### config.mk
export PLATFORM = sky130hd
export DESIGN_NAME = tmr_quad_mode
export DESIGN_NICKNAME = d
export VERILOG_FILES = /design/src/rtl/tmr_quad_mode.sv
export SDC_FILE = /design/constraint.sdc
export NUM_CORES = 1
export LEC_CHECK = 0
export ABC_CLOCK_PERIOD_IN_PS = 1700
export CAP_MARGIN = 20
export CELL_PAD_IN_SITES_DETAIL_PLACEMENT = 0
export CELL_PAD_IN_SITES_GLOBAL_PLACEMENT = 1
export CORE_UTILIZATION = 40
export CTS_CLUSTER_DIAMETER = 60
export DETAILED_ROUTE_END_ITERATION = 7
export GPL_ROUTABILITY_DRIVEN = 0
export PLACE_DENSITY_LB_ADDON = 0.1
export SYNTH_ARGS = -nofsm -noshare
export SYNTH_HDL_FRONTEND = slang
export SYNTH_SLANG_ARGS = --single-unit
### constraint.sdc
create_clock -name clk -period 1.7 [get_ports clk]
set_input_delay 0.425 -clock clk [delete_from_list [all_inputs] [get_ports clk]]
set_output_delay 0.425 -clock clk [all_outputs]
set_load 0.1 [all_outputs]
### src/rtl/tmr_quad_mode.sv
module tmr_quad_mode #(
  parameter int TICK_DIV = 12,
  parameter int AW = 3
) (
  input  logic          clk,
  input  logic          rst_n,
  input  logic          wr_en,
  input  logic [AW-1:0] wr_addr,
  input  logic [7:0]    wr_data,
  input  logic [AW-1:0] rd_addr,
  output logic [7:0]    rd_data,
  input  logic [1:0]    ev_in,
  input  logic [1:0]    gate_in
);
  localparam int DW = (TICK_DIV > 1) ? $clog2(TICK_DIV) : 1;
  localparam logic [AW-1:0] A_CTL = AW'(0);
  localparam logic [AW-1:0] A_MOD = AW'(1);
  localparam logic [AW-1:0] A_L0  = AW'(2);
  localparam logic [AW-1:0] A_H0  = AW'(3);
  localparam logic [AW-1:0] A_L1  = AW'(4);
  localparam logic [AW-1:0] A_H1  = AW'(5);

  logic [7:0] ctl_q, mode_q, lo0, hi0, lo1, hi1;
  logic [DW-1:0] div_q;
  logic [1:0] ev_a, ev_b, ev_c;

  wire tick = (div_q == DW'(TICK_DIV - 1));
  wire [1:0] fall = ev_c & ~ev_b;
  wire [1:0] run = {ctl_q[6], ctl_q[4]};
  wire [1:0] gate_en = {mode_q[7], mode_q[3]};
  wire [1:0] csel = {mode_q[6], mode_q[2]};
  wire [1:0] m0 = mode_q[1:0];
  wire [1:0] m1 = mode_q[5:4];

  logic [1:0] step;
  for (genvar c = 0; c < 2; c++) begin : g_step
    assign step[c] = run[c] & (~gate_en[c] | gate_in[c]) & (csel[c] ? fall[c] : tick);
  end

  wire split = (m0 == 2'b11);
  wire hstep = split & ctl_q[6] & tick;

  function automatic logic [16:0] advance(input logic [1:0] m, input logic [7:0] h,
                                          input logic [7:0] l);
    logic [12:0] v13;
    logic [15:0] v16;
    logic [16:0] r;
    case (m)
      2'b00: begin
        v13 = {h, l[4:0]} + 13'd1;
        r = {&{h, l[4:0]}, v13[12:5], l[7:5], v13[4:0]};
      end
      2'b01: begin
        v16 = {h, l} + 16'd1;
        r = {&{h, l}, v16};
      end
      2'b10: r = {&l, h, (&l) ? h : l + 8'd1};
      default: r = {&l, h, l + 8'd1};
    endcase
    return r;
  endfunction

  wire [16:0] nx0 = advance(m0, hi0, lo0);
  wire [16:0] nx1 = advance(m1, hi1, lo1);

  wire ch1_go = step[1] & (m1 != 2'b11);
  wire set_f0 = step[0] & nx0[16];
  wire set_f1 = (ch1_go & nx1[16] & ~split) | (hstep & (&hi0));

  wire w_ctl = wr_en & (wr_addr == A_CTL);
  wire w_mod = wr_en & (wr_addr == A_MOD);
  wire w_l0  = wr_en & (wr_addr == A_L0);
  wire w_h0  = wr_en & (wr_addr == A_H0);
  wire w_l1  = wr_en & (wr_addr == A_L1);
  wire w_h1  = wr_en & (wr_addr == A_H1);

  always_ff @(posedge clk or negedge rst_n) begin
    if (!rst_n) begin
      div_q <= '0;
      ev_a <= '1;
      ev_b <= '1;
      ev_c <= '1;
    end else begin
      div_q <= tick ? '0 : div_q + DW'(1);
      ev_a <= ev_in;
      ev_b <= ev_a;
      ev_c <= ev_b;
    end
  end

  always_ff @(posedge clk or negedge rst_n) begin
    if (!rst_n) begin
      ctl_q <= '0;
      mode_q <= '0;
    end else begin
      if (w_mod) mode_q <= wr_data;
      if (w_ctl) begin
        ctl_q[6] <= wr_data[6];
        ctl_q[4] <= wr_data[4];
        ctl_q[3:0] <= wr_data[3:0];
      end
      ctl_q[7] <= set_f1 | (w_ctl ? wr_data[7] : ctl_q[7]);
      ctl_q[5] <= set_f0 | (w_ctl ? wr_data[5] : ctl_q[5]);
    end
  end

  always_ff @(posedge clk or negedge rst_n) begin
    if (!rst_n) begin
      lo0 <= '0;
      hi0 <= '0;
    end else begin
      if (w_l0) lo0 <= wr_data;
      else if (step[0]) lo0 <= nx0[7:0];
      if (w_h0) hi0 <= wr_data;
      else if (split) begin
        if (hstep) hi0 <= hi0 + 8'd1;
      end else if (step[0]) hi0 <= nx0[15:8];
    end
  end

  always_ff @(posedge clk or negedge rst_n) begin
    if (!rst_n) begin
      lo1 <= '0;
      hi1 <= '0;
    end else begin
      if (w_l1) lo1 <= wr_data;
      else if (ch1_go) lo1 <= nx1[7:0];
      if (w_h1) hi1 <= wr_data;
      else if (ch1_go) hi1 <= nx1[15:8];
    end
  end

  always_comb begin
    case (rd_addr)
      A_CTL:   rd_data = ctl_q;
      A_MOD:   rd_data = mode_q;
      A_L0:    rd_data = lo0;
      A_H0:    rd_data = hi0;
      A_L1:    rd_data = lo1;
      A_H1:    rd_data = hi1;
      default: rd_data = '0;
    endcase
  end
endmodule


==> metrics.yaml, run 1 <==
setup_path:
  cp_max_fo: 2
  cp.required_ns: 1.27
  cp-start-kind: "register"
  cp_data_arrival_time_ns: 1.69
  criticalPathCategory: "register to output pin"
  endpoint_kind: "output pin"
final_layout:
  mostFrequentLayoutCell: "buf_4"
  area_delta_synth_final_pct: 72.21
  fin_util: 0.7094
  drive_above_1_share: 0.5551
  layout_common_cells: "buf_4, nand2_1, dfrtp_1"
  nets: 742
  antenna_cells: 0
sta:
  max_slew_margin: 0.6874
  skew_ns: 0.01269
  grt_setup_unrepaired: "yes"
  final_hold_viol_count: 0
  setup_violations: 41
  final.min_clock_period_ns: 2.114
  drv_slew: 0
  clock.fmax_mhz: 473.1
  period_share: 1.243
  tightest_slew_ns: 0.4688
  timing.setup.tns_ns: -6.407
  worst_slack_ns: -0.4135
clock_tree:
  clkSinkCount: 58
  cts_hold_buf: 0
  clkTransAtPathRegs_ns: 0.08
  h-tree-depth: 3
  cts_tree: "done"
  cts_root_buf: "clkbuf_8"
  clk_latency_ns: 0.37
  cts_made_buffers: 9
  clk_path_buf_depth: 2
detailed_routing:
  wirelength_um: 18010
  vias: 5061
  ant_nets: 0
  drt_iter0_drc: 440
  via_per_inst: 5.905
  wl_per_cell_um: 21.01
  drc: 0
  drtPass1Iterations: 5
synth:
  synthesis.area_um2: 4466
  synth_area_per_cell_um2: 8.705
  seq_area_frac_synth: 0.3267
  synth-edff-count: 0
  yosys.area.top_type: "dfrtp_1"
  synth_ff_type: "dfrtp_1"
  ys_top_cells_by_area: "dfrtp_1, mux2_2, nand2_1, nor2_1, dfstp_2"
  synth_top_area_frac: 0.2914
  async_reset_ff_frac: 1.000
  synthDistinctLibCells: 78
  synthCells: 513
  synth-warning-count: 0
  syn-num-nets: 543
  ys_ff_latch: 58
floorplan:
  die_x_um: 107.7
  coreArea_um2: 10840
  start_util: 0.4119
  fp.dieH_um: 107.7
  std_cell_rows: 38
  dieArea_um2: 11590
  io_pins: 29
grt:
  track_usage: 0.3239
  antenna_found_initial: 0
  grt_pass1_vias: 4947
  gr-total-overflow: 0
  grt_pass1_wl_um: 27540
  grt_max_degree: 59
placement:
  dp_hpwl_um: 12460
  port_buffers: 28
worst_hold_path:
  hold_class: "input pin to async pin"
pwr:
  clkPwrFrac: 0.180
  seq_power_share: 0.247
  power.internal_mw: 5.438
  max-vdd-ir-drop_mv: 0.7127
  switching_share: 0.4167
  cellPowerDensity_nw_per_um2: 1212
  p_leak_nw: 3.157
  pwr-share-comb: 0.574
  switchingPower_mw: 3.884
run_status:
  violations: "setup timing"
  status: "complete, but fails checks"
run:
  maxCapViolCount: 0
## per-layer routing
| layer | part of all wire | GRT usage | vias up | wire length [µm] |
|---|---|---|---|---|
| li1 | - | - | 2314 | - |
| met1 | 0.44 | 0.4342 | 2527 | 7840 |
| met2 | 0.47 | 0.5206 | 186 | 8522 |
| met3 | 0.064 | 0.06477 | 34 | 1155 |
| met4 | 0.027 | 0.1057 | 0 | 489 |
| met5 | 0 | 0 | - | 0 |
## power groups by stage
stage | registers, mW | logic (mW) | clock network (mW)
3_5_place_dp | 2.28 | 4.14 | 0
2_1_floorplan | 2.07 | 2.42 | 0
5_1_grt | 2.33 | 5.66 | 1.76
3_3_place_gp | 2.28 | 4.06 | 0
6_report | 2.30 | 5.35 | 1.68
4_1_cts | 2.27 | 4.91 | 1.71
## state kept, by name (all words and copies together) (netlist names)
register	cells
hi0	8
mode_q	8
div_q	4
lo1	8
lo0	8
hi1	8
ev_a	2
ev_c	2
ctl_q	8
ev_b	2
## cells by family after synthesis
kind of cell,after synthesis,share of synthesized area
and+or+nand+nor,189,0.2261
AOI/OAI and AO/OA,154,0.2539
DFF,58,0.3267
buffers and inverters,53,0.05463
muxes,33,0.08014
xor gates and xnor gates,17,0.03334
adders and majority gates,9,0.02522
## cell usage after synthesis (9+ instances only)
cell type  count
inv_1         11
nand2b_1      11
ha_1           9
a21oi_1       27
mux2_2        20
nor2_1        45
o31ai_1       10
nand2_1       59
nand3_1       12
a22oi_1       10
dfrtp_1       52
xor2_1         9
nand4_1        9
o21ai_0       24
mux2i_1       11
clkbuf_1      20
buf_2         13
## worst paths after layout
| path | start | depth (start not counted) | endpoint | slack [ns] |
|---|---|---|---|---|
| setup reg to reg | div_q[1]$_DFF_PN0_ | 8 | lo0[3]$_DFFE_PN0P_ | -0.25 |
| hold / removal | rst_n | 2 | lo0[3]$_DFFE_PN0P_ | 0.03 |
| max in group asynchronous | rst_n | 2 | ev_c[1]$_DFF_PN1_ | 1.30 |
| setup / recovery | hi0[0]$_DFFE_PN0P_ | 5 | rd_data[0] | -0.41 |
| min in group clk | ev_a[0]$_DFF_PN1_ | 0 | ev_b[0]$_DFF_PN1_ | 0.35 |
| hold reg to reg | ev_a[0]$_DFF_PN1_ | 0 | ev_b[0]$_DFF_PN1_ | 0.35 |
## repair_timing
item / in CTS / in global routing
pin swaps: 62 / 36
gates cloned: 1 / 0
buffers inserted: 26 / 14
resized for setup: 149 / 56
endpoints found under the setup margin: 41 / 42
## area by class of cell
class,instances,area [µm²]
multi-input combinational,402,3630
fill,816,3151
timing repair buffer,229,2115
sequential,58,1466
tap,140,175.2
clock buffer,10,137.6
clock inverter,6,113.9
inverter,12,52.55
## critical path, stage by stage, from the launching register on
cell     delay (ns)
dfrtp_1        0.42
buf_12         0.14
mux2_4         0.25
a22oi_2        0.22
o22ai_4        0.10
buf_12         0.17
## through the flow
step | worst slack, ns | total power, mW | area, µm² | hold WS [ns] | instances
2_1_floorplan | -0.1356 | 4.490 | 4828 | 0.1294 | 513
3_5_place_dp | -0.6950 | 6.427 | 6352 | 0.3476 | 805
3_3_place_gp | -0.6621 | 6.339 | 6352 | 0.3459 | 805
6_report | -0.4135 | 9.321 | 7690 | 0.03406 | 857
4_1_cts | -0.4106 | 8.886 | 7355 | 0.05576 | 846
5_1_grt | -0.4700 | 9.739 | 7690 | 0.06522 | 857
Power figures use the tool's default switching activity.
==> run 2: changes to the inputs <==
Settings changed: ABC_AREA set to 1, CORE_UTILIZATION 40 to 39, HOLD_SLACK_MARGIN set to 0.06, REMOVE_ABC_BUFFERS set to 1.
==> metrics.yaml, run 2 <==
setup_path:
  endpoint_kind: "output pin"  # unchanged
  reg2reg_to: "lo1[1]$_DFFE_PN0P_"  # was lo0[3]$_DFFE_PN0P_
  cp.required_ns: 1.27  # about the same
  reg2regPathDepth: 12  # was 8
  rrSetupSlack_ns: -0.09  # was -0.25 ns
  cp-startpoint: "lo0[1]$_DFFE_PN0P_"  # was hi0[0]$_DFFE_PN0P_
  criticalPathCategory: "register to output pin"  # unchanged
  cp_max_fo: 2  # unchanged
  cp_data_arrival_time_ns: 1.45  # was 1.69 ns
  reg2reg_from: "div_q[0]$_DFF_PN0_"  # was div_q[1]$_DFF_PN0_
  cp-start-kind: "register"  # unchanged
synth:
  ys_ff_latch: 58  # unchanged
  async_reset_ff_frac: 1.000  # unchanged
  synth_ff_type: "dfrtp_1"  # unchanged
  synth_area_per_cell_um2: 6.515  # was 8.705 µm²
  yosys.area.top_type: "dfrtp_1"  # unchanged
  ys_top_cells_by_area: "dfrtp_1, nand2_1, nand3_1, inv_1, nor2_1"  # was dfrtp_1, mux2_2, nand2_1, nor2_1, dfstp_2
  synthesis.area_um2: 4502  # was 4466 µm²
  synth-edff-count: 0  # unchanged
  synth_top_area_frac: 0.2890  # was 0.2914
  synth-warning-count: 0  # unchanged
  seq_area_frac_synth: 0.3241  # was 0.3267
  synthDistinctLibCells: 43  # was 78
  synth_common_cells: "nand2_1, inv_1, nand3_1"  # was nand2_1, dfrtp_1, nor2_1
  synthCells: 691  # was 513
  synth_most_common_cell: "nand2_1"  # unchanged
pwr:
  max-vdd-ir-drop_mv: 0.9543  # was 0.7127 mV
  clkPwrFrac: 0.185  # was 0.180
  p_leak_nw: 3.450  # was 3.157 nW
  p_total_mw: 9.560  # was 9.321 mW
  cellPowerDensity_nw_per_um2: 1329  # was 1212 nW/µm²
  switchingPower_mw: 4.368  # was 3.884 mW
  pwr-share-comb: 0.575  # was 0.574
  power.internal_mw: 5.192  # was 5.438 mW
  seq_power_share: 0.240  # was 0.247
  switching_share: 0.4569  # was 0.4167
final_layout:
  final_cell_count_no_fill: 1011  # was 857
  fin_util: 0.6520  # was 0.7094
  area_delta_synth_final_pct: 59.76  # was 72.21%
  final_area_um2: 7192  # was 7690 µm²
  mostFrequentLayoutCell: "nand2_1"  # was buf_4
  drive_above_1_share: 0.3835  # was 0.5551
  layout_common_cells: "nand2_1, buf_4, nand3_1"  # was buf_4, nand2_1, dfrtp_1
  nets: 896  # was 742
  antenna_cells: 0  # unchanged
worst_hold_path:
  hp-start: "ev_a[1]$_DFF_PN1_"
  hold_class: "register to register"  # was input pin to async pin
  worst_hold_path.num_cells: 0
  min_to: "ev_b[1]$_DFF_PN1_"
floorplan:
  coreArea_um2: 11030  # was 10840 µm²
  dieArea_um2: 11980  # was 11590 µm²
  std_cell_rows: 38  # unchanged
  start_util: 0.4081  # was 0.4119
  fp.dieH_um: 109.4  # was 107.7 µm
  io_pins: 29  # unchanged
  die_x_um: 109.4  # was 107.7 µm
clock_tree:
  h-tree-depth: 3  # unchanged
  cts_root_buf: "clkbuf_16"  # was clkbuf_8
  cts_made_buffers: 9  # unchanged
  clkTransAtPathRegs_ns: 0.06  # was 0.08 ns
  clk_latency_ns: 0.35  # was 0.37 ns
  clk_path_buf_depth: 2  # unchanged
  cts_tree: "done"  # unchanged
  clkSinkCount: 58  # unchanged
placement:
  dpl_cell_area_um2: 5813  # was 6352 µm²
  dp_hpwl_um: 12990  # was 12460 µm
  placed_cells: 955  # was 805
  port_buffers: 28  # unchanged
run:
  maxCapViolCount: 0  # unchanged
sta:
  clock.fmax_mhz: 533.6  # was 473.1 MHz
  grt_setup_unrepaired: "yes"  # unchanged
  setup_violations: 22  # was 41
  final_hold_viol_count: 0  # unchanged
  worst_slack_ns: -0.1742  # was -0.4135 ns
  drv_slew: 0  # unchanged
  final.min_clock_period_ns: 1.874  # was 2.114 ns
  max_slew_margin: 0.7229  # was 0.6874
  skew_ns: 0.01304  # was 0.01269 ns
  period_share: 1.102  # was 1.243
  tightest_slew_ns: 0.4156  # was 0.4688 ns
  timing.setup.tns_ns: -1.626  # was -6.407 ns
detailed_routing:
  ant_nets: 0  # unchanged
  drtPass1Iterations: 5  # unchanged
  via_per_inst: 5.473  # was 5.905
  wl_per_cell_um: 17.36  # was 21.01 µm
  wirelength_um: 17550  # was 18010 µm
  drc: 0  # unchanged
  vias: 5533  # was 5061
  drt_iter0_drc: 427  # was 440
grt:
  grt_pass1_vias: 4897  # was 4947
  antenna_found_initial: 0  # unchanged
  grt_max_degree: 44  # was 59
  track_usage: 0.2985  # was 0.3239
  gr-total-overflow: 0  # unchanged
  grt_pass1_wl_um: 26190  # was 27540 µm
run_status:
  status: "complete, but fails checks"  # unchanged
  violations: "setup timing"  # unchanged
==> run 2: changes by cell type in the layout (fill, tap and decap cells not counted), moves of 10 or more <==
cell / delta
nand2_1: +127
nand3_1: +57
inv_1: +53
buf_4: -39
o21ai_0: +23
inv_2: +21
mux2_2: -13
mux2i_1: -11
nand2_4: +11
clkbuf_8: -10
o22ai_2: +10
==> run 2: final cells by class <==
| cell class | instances | area, µm² |
|---|---|---|
| Sequential cell | 58 | 1465 |
| Clock inverter | 7 | 52.55 |
| Timing Repair Buffer | 176 | 1652 |
| Clock buffer | 9 | 225.2 |
| Inverter | 90 | 357.8 |
| Fill cell | 1006 | 3839 |
| Multi-Input combinational cell | 531 | 3264 |
| Tap cell | 140 | 175.2 |
==> run 2: worst max-delay path by stage <==
stage,to,cells after the start
6_report,rd_data[1],4
5_1_grt,rd_data[1],4
3_3_place_gp,rd_data[7],7
3_5_place_dp,rd_data[7],7
4_1_cts,rd_data[1],5
2_1_floorplan,rd_data[4],3
==> run 2: what timing repair did <==
item / in CTS / in global routing
setup endpoints to repair: 33 / 42
buffers inserted: 26 / 16
pin swaps: 31 / 35
hold buffers: 1 / 0
hold endpoints to repair: 11 / 0
resized for setup: 125 / 101
==> run 2: critical path: stages, from the launching register on <==
cell	delay (ns)
dfrtp_1	0.40
buf_6	0.13
a221oi_2	0.22
nand3_1	0.15
buf_12	0.20
==> run 2: stage by stage <==
stage	hold WS, ns	setup WS, ns
6_report	0.3559	-0.1742
5_1_grt	0.3584	-0.2269
4_1_cts	0.3573	-0.1632
3_5_place_dp	0.3487	-0.7111
3_3_place_gp	0.3460	-0.6524
2_1_floorplan	0.1294	-0.8047
==> run 2: routing by layer <==
layer,part of all wire,GRT usage
met3,0.082,0.06461
met4,0.020,0.08000
met1,0.46,0.4321
met5,0,0
met2,0.44,0.4461
==> run 2: power groups by stage <==
| stage | logic, mW | clock network [mW] | registers, mW |
|---|---|---|---|
| 6_report | 5.50 | 1.77 | 2.30 |
| 5_1_grt | 5.88 | 1.85 | 2.34 |
| 4_1_cts | 4.94 | 1.79 | 2.26 |
| 3_5_place_dp | 4.22 | 0 | 2.32 |
| 3_3_place_gp | 4.20 | 0 | 2.31 |
| 2_1_floorplan | 2.23 | 0 | 2.29 |
==> run 2: logic make-up (layout without fill, tap and decap cells) <==
family                   Yosys count  after routing  share of synthesized area
AND/OR/NAND/NOR                  390            390                     0.3880
flip-flops                        58             58                     0.3241
adder cells (fa/ha/maj)            9              9                    0.02501
XOR/XNOR                           7              7                    0.01362
AO/OA/AOI/OAI                    125            125                     0.1587
buffers and inverters            102            282                    0.09060
==> run 3: changes to the inputs <==
Settings changed: CORE_UTILIZATION 39 to 38, PLACE_DENSITY set to 0.84, PLACE_DENSITY_LB_ADDON 0.1 to unset.
==> metrics.yaml, run 3 (synthesis gave the netlist of run 2 again) <==
grt:
  antenna_found_initial: 0  # unchanged
  grt_pass1_vias: 5541  # was 4897
  grt_max_degree: 59  # was 44
  gr-total-overflow: 0  # unchanged
  track_usage: 0.2897  # was 0.2985
  grt_pass1_wl_um: 27920  # was 26190 µm
clock_tree:
  clkTransAtPathRegs_ns: 0.06  # about the same
  clk_path_buf_depth: 2  # unchanged
  cts_hold_buf: 0  # was 1
  clkSinkCount: 58  # unchanged
  clk_latency_ns: 0.34  # was 0.35 ns
  cts_tree: "done"  # unchanged
  h-tree-depth: 3  # unchanged
  cts_made_buffers: 9  # unchanged
  cts_root_buf: "clkbuf_16"  # unchanged
setup_path:
  cp_max_fo: 2  # unchanged
  cp-start-kind: "register"  # unchanged
  endpoint_kind: "output pin"  # unchanged
  cp.required_ns: 1.27  # about the same
  cp_data_arrival_time_ns: 1.48  # was 1.45 ns
  criticalPathCategory: "register to output pin"  # unchanged
  rrSetupSlack_ns: -0.08  # was -0.09 ns
detailed_routing:
  wl_per_cell_um: 18.04  # was 17.36 µm
  met3_length_um: 1335  # was 1442 µm
  wl_met1_um: 6944  # was 8003 µm
  drtPass1Iterations: 8  # was 5
  vias: 5740  # was 5533
  drt_iter0_drc: 469  # was 427
  wl_met2_um: 8815  # was 7753 µm
  via_per_inst: 5.723  # was 5.473
  wirelength_um: 18100  # was 17550 µm
  drc: 0  # unchanged
  top_layer: "met4"  # unchanged
  ant_nets: 0  # unchanged
sta:
  final.min_clock_period_ns: 1.900  # was 1.874 ns
  skew_ns: 0.008281  # was 0.01304 ns
  drv_slew: 0  # unchanged
  tightest_slew_ns: 0.4042  # was 0.4156 ns
  worst_slack_ns: -0.2004  # was -0.1742 ns
  hold_slack_ns: 0.06191  # was 0.3559 ns
  max_slew_margin: 0.7295  # was 0.7229
  final_hold_viol_count: 0  # unchanged
  clock.fmax_mhz: 526.2  # was 533.6 MHz
  period_share: 1.118  # was 1.102
  grt_setup_unrepaired: "yes"  # unchanged
  setup_violations: 30  # was 22
final_layout:
  final_area_um2: 6975  # was 7192 µm²
  drive_above_1_share: 0.3744  # was 0.3835
  mostFrequentLayoutCell: "nand2_1"  # unchanged
  fin_util: 0.6083  # was 0.6520
  nets: 885  # was 896
  layout_common_cells: "nand2_1, buf_4, nand3_1"  # unchanged
  fillers: 976  # was 1006
  antenna_cells: 0  # unchanged
  area_delta_synth_final_pct: 54.95  # was 59.76%
floorplan:
  dieArea_um2: 12290  # was 11980 µm²
  die_x_um: 110.8  # was 109.4 µm
  start_util: 0.3926  # was 0.4081
  std_cell_rows: 39  # was 38
  io_pins: 29  # unchanged
  fp.dieH_um: 110.8  # was 109.4 µm
  coreArea_um2: 11470  # was 11030 µm²
pwr:
  max-vdd-ir-drop_mv: 0.8416  # was 0.9543 mV
  cellPowerDensity_nw_per_um2: 1349  # was 1329 nW/µm²
  p_leak_nw: 3.381  # was 3.450 nW
run_status:
  violations: "setup timing"  # unchanged
  status: "complete, but fails checks"  # unchanged
worst_hold_path:
  hold_class: "input pin to async pin"  # was register to register
run:
  maxCapViolCount: 0  # unchanged
placement:
  dp_hpwl_um: 12660  # was 12990 µm
  dpl_cell_area_um2: 5752  # was 5813 µm²
  port_buffers: 28  # unchanged
run 3: changes by cell type in the layout (fill, tap and decap cells not counted), sizes merged, moves of 2 or more:
cell / change
clkinvlp: -4
clkbuf: +2
bufinv: +2
buf: -11
clkinv: +2
run 3: metrics by stage:
| stage | setup TNS [ns] | worst slack, ns | total power [mW] | instances |
|---|---|---|---|---|
| after floorplan | -4.777 | -0.8047 | 4.523 | 679 |
| after global placement | -14.06 | -0.6543 | 6.347 | 951 |
| after detailed placement | -15.96 | -0.6909 | 6.387 | 951 |
| after CTS | -1.085 | -0.1958 | 8.936 | 985 |
| after global routing | -4.762 | -0.2782 | 9.959 | 1003 |
| final | -2.726 | -0.2004 | 9.409 | 1003 |
run 3: metal layers:
layer	up-vias	track usage
li1	2639	-
met4	0	0.1556
met2	279	0.4870
met1	2736	0.3491
met5	-	0
met3	86	0.05631
run 3: layout make-up:
cell class              instances  area [µm²]  area share
clock buffers                  11       242.7     0.03480
inverters                      90       361.6     0.05184
clock inverters                 5       78.83     0.01130
well taps                     143       178.9     0.02565
multi-input cells             531        3157      0.4526
flip-flops and latches         58        1466      0.2102
repair buffers                164        1481      0.2124
repair inverters                1       8.758    0.001256
run 3: report_power, final:
| part | total, mW | internal [mW] | switching (mW) |
|---|---|---|---|
| logic | 4.98 | 2.07 | 2.91 |
| registers | 2.41 | 1.82 | 0.589 |
| clock network | 2.01 | 1.32 | 0.693 |
run 3: worst max-delay path: stages, from the launching register on:
cell	delay, ns
dfrtp_1	0.40
inv_2	0.10
o22ai_4	0.08
a221oi_2	0.21
nand3_2	0.15
buf_12	0.20
run 3: worst paths after layout:
| check | from | endpoint | depth (start not counted) |
|---|---|---|---|
| min in group clk | ev_a[0]$_DFF_PN1_ | ev_b[0]$_DFF_PN1_ | 0 |
| worst min register to register | ev_a[0]$_DFF_PN1_ | ev_b[0]$_DFF_PN1_ | 0 |
| max in group asynchronous | rst_n | ev_c[1]$_DFF_PN1_ | 2 |
| worst max-delay path | hi1[1]$_DFFE_PN0P_ | rd_data[1] | 5 |
| worst max register to register | div_q[1]$_DFF_PN0_ | hi0[6]$_DFFE_PN0P_ | 11 |
| worst min-delay path | rst_n | hi0[6]$_DFFE_PN0P_ | 2 |
run 3: what timing repair did:
action | in CTS | in global routing
pin swaps | 25 | 39
setup endpoints to repair | 32 | 43
gates resized for setup | 107 | 88
gates cloned | 0 | 1
setup buffers | 21 | 19
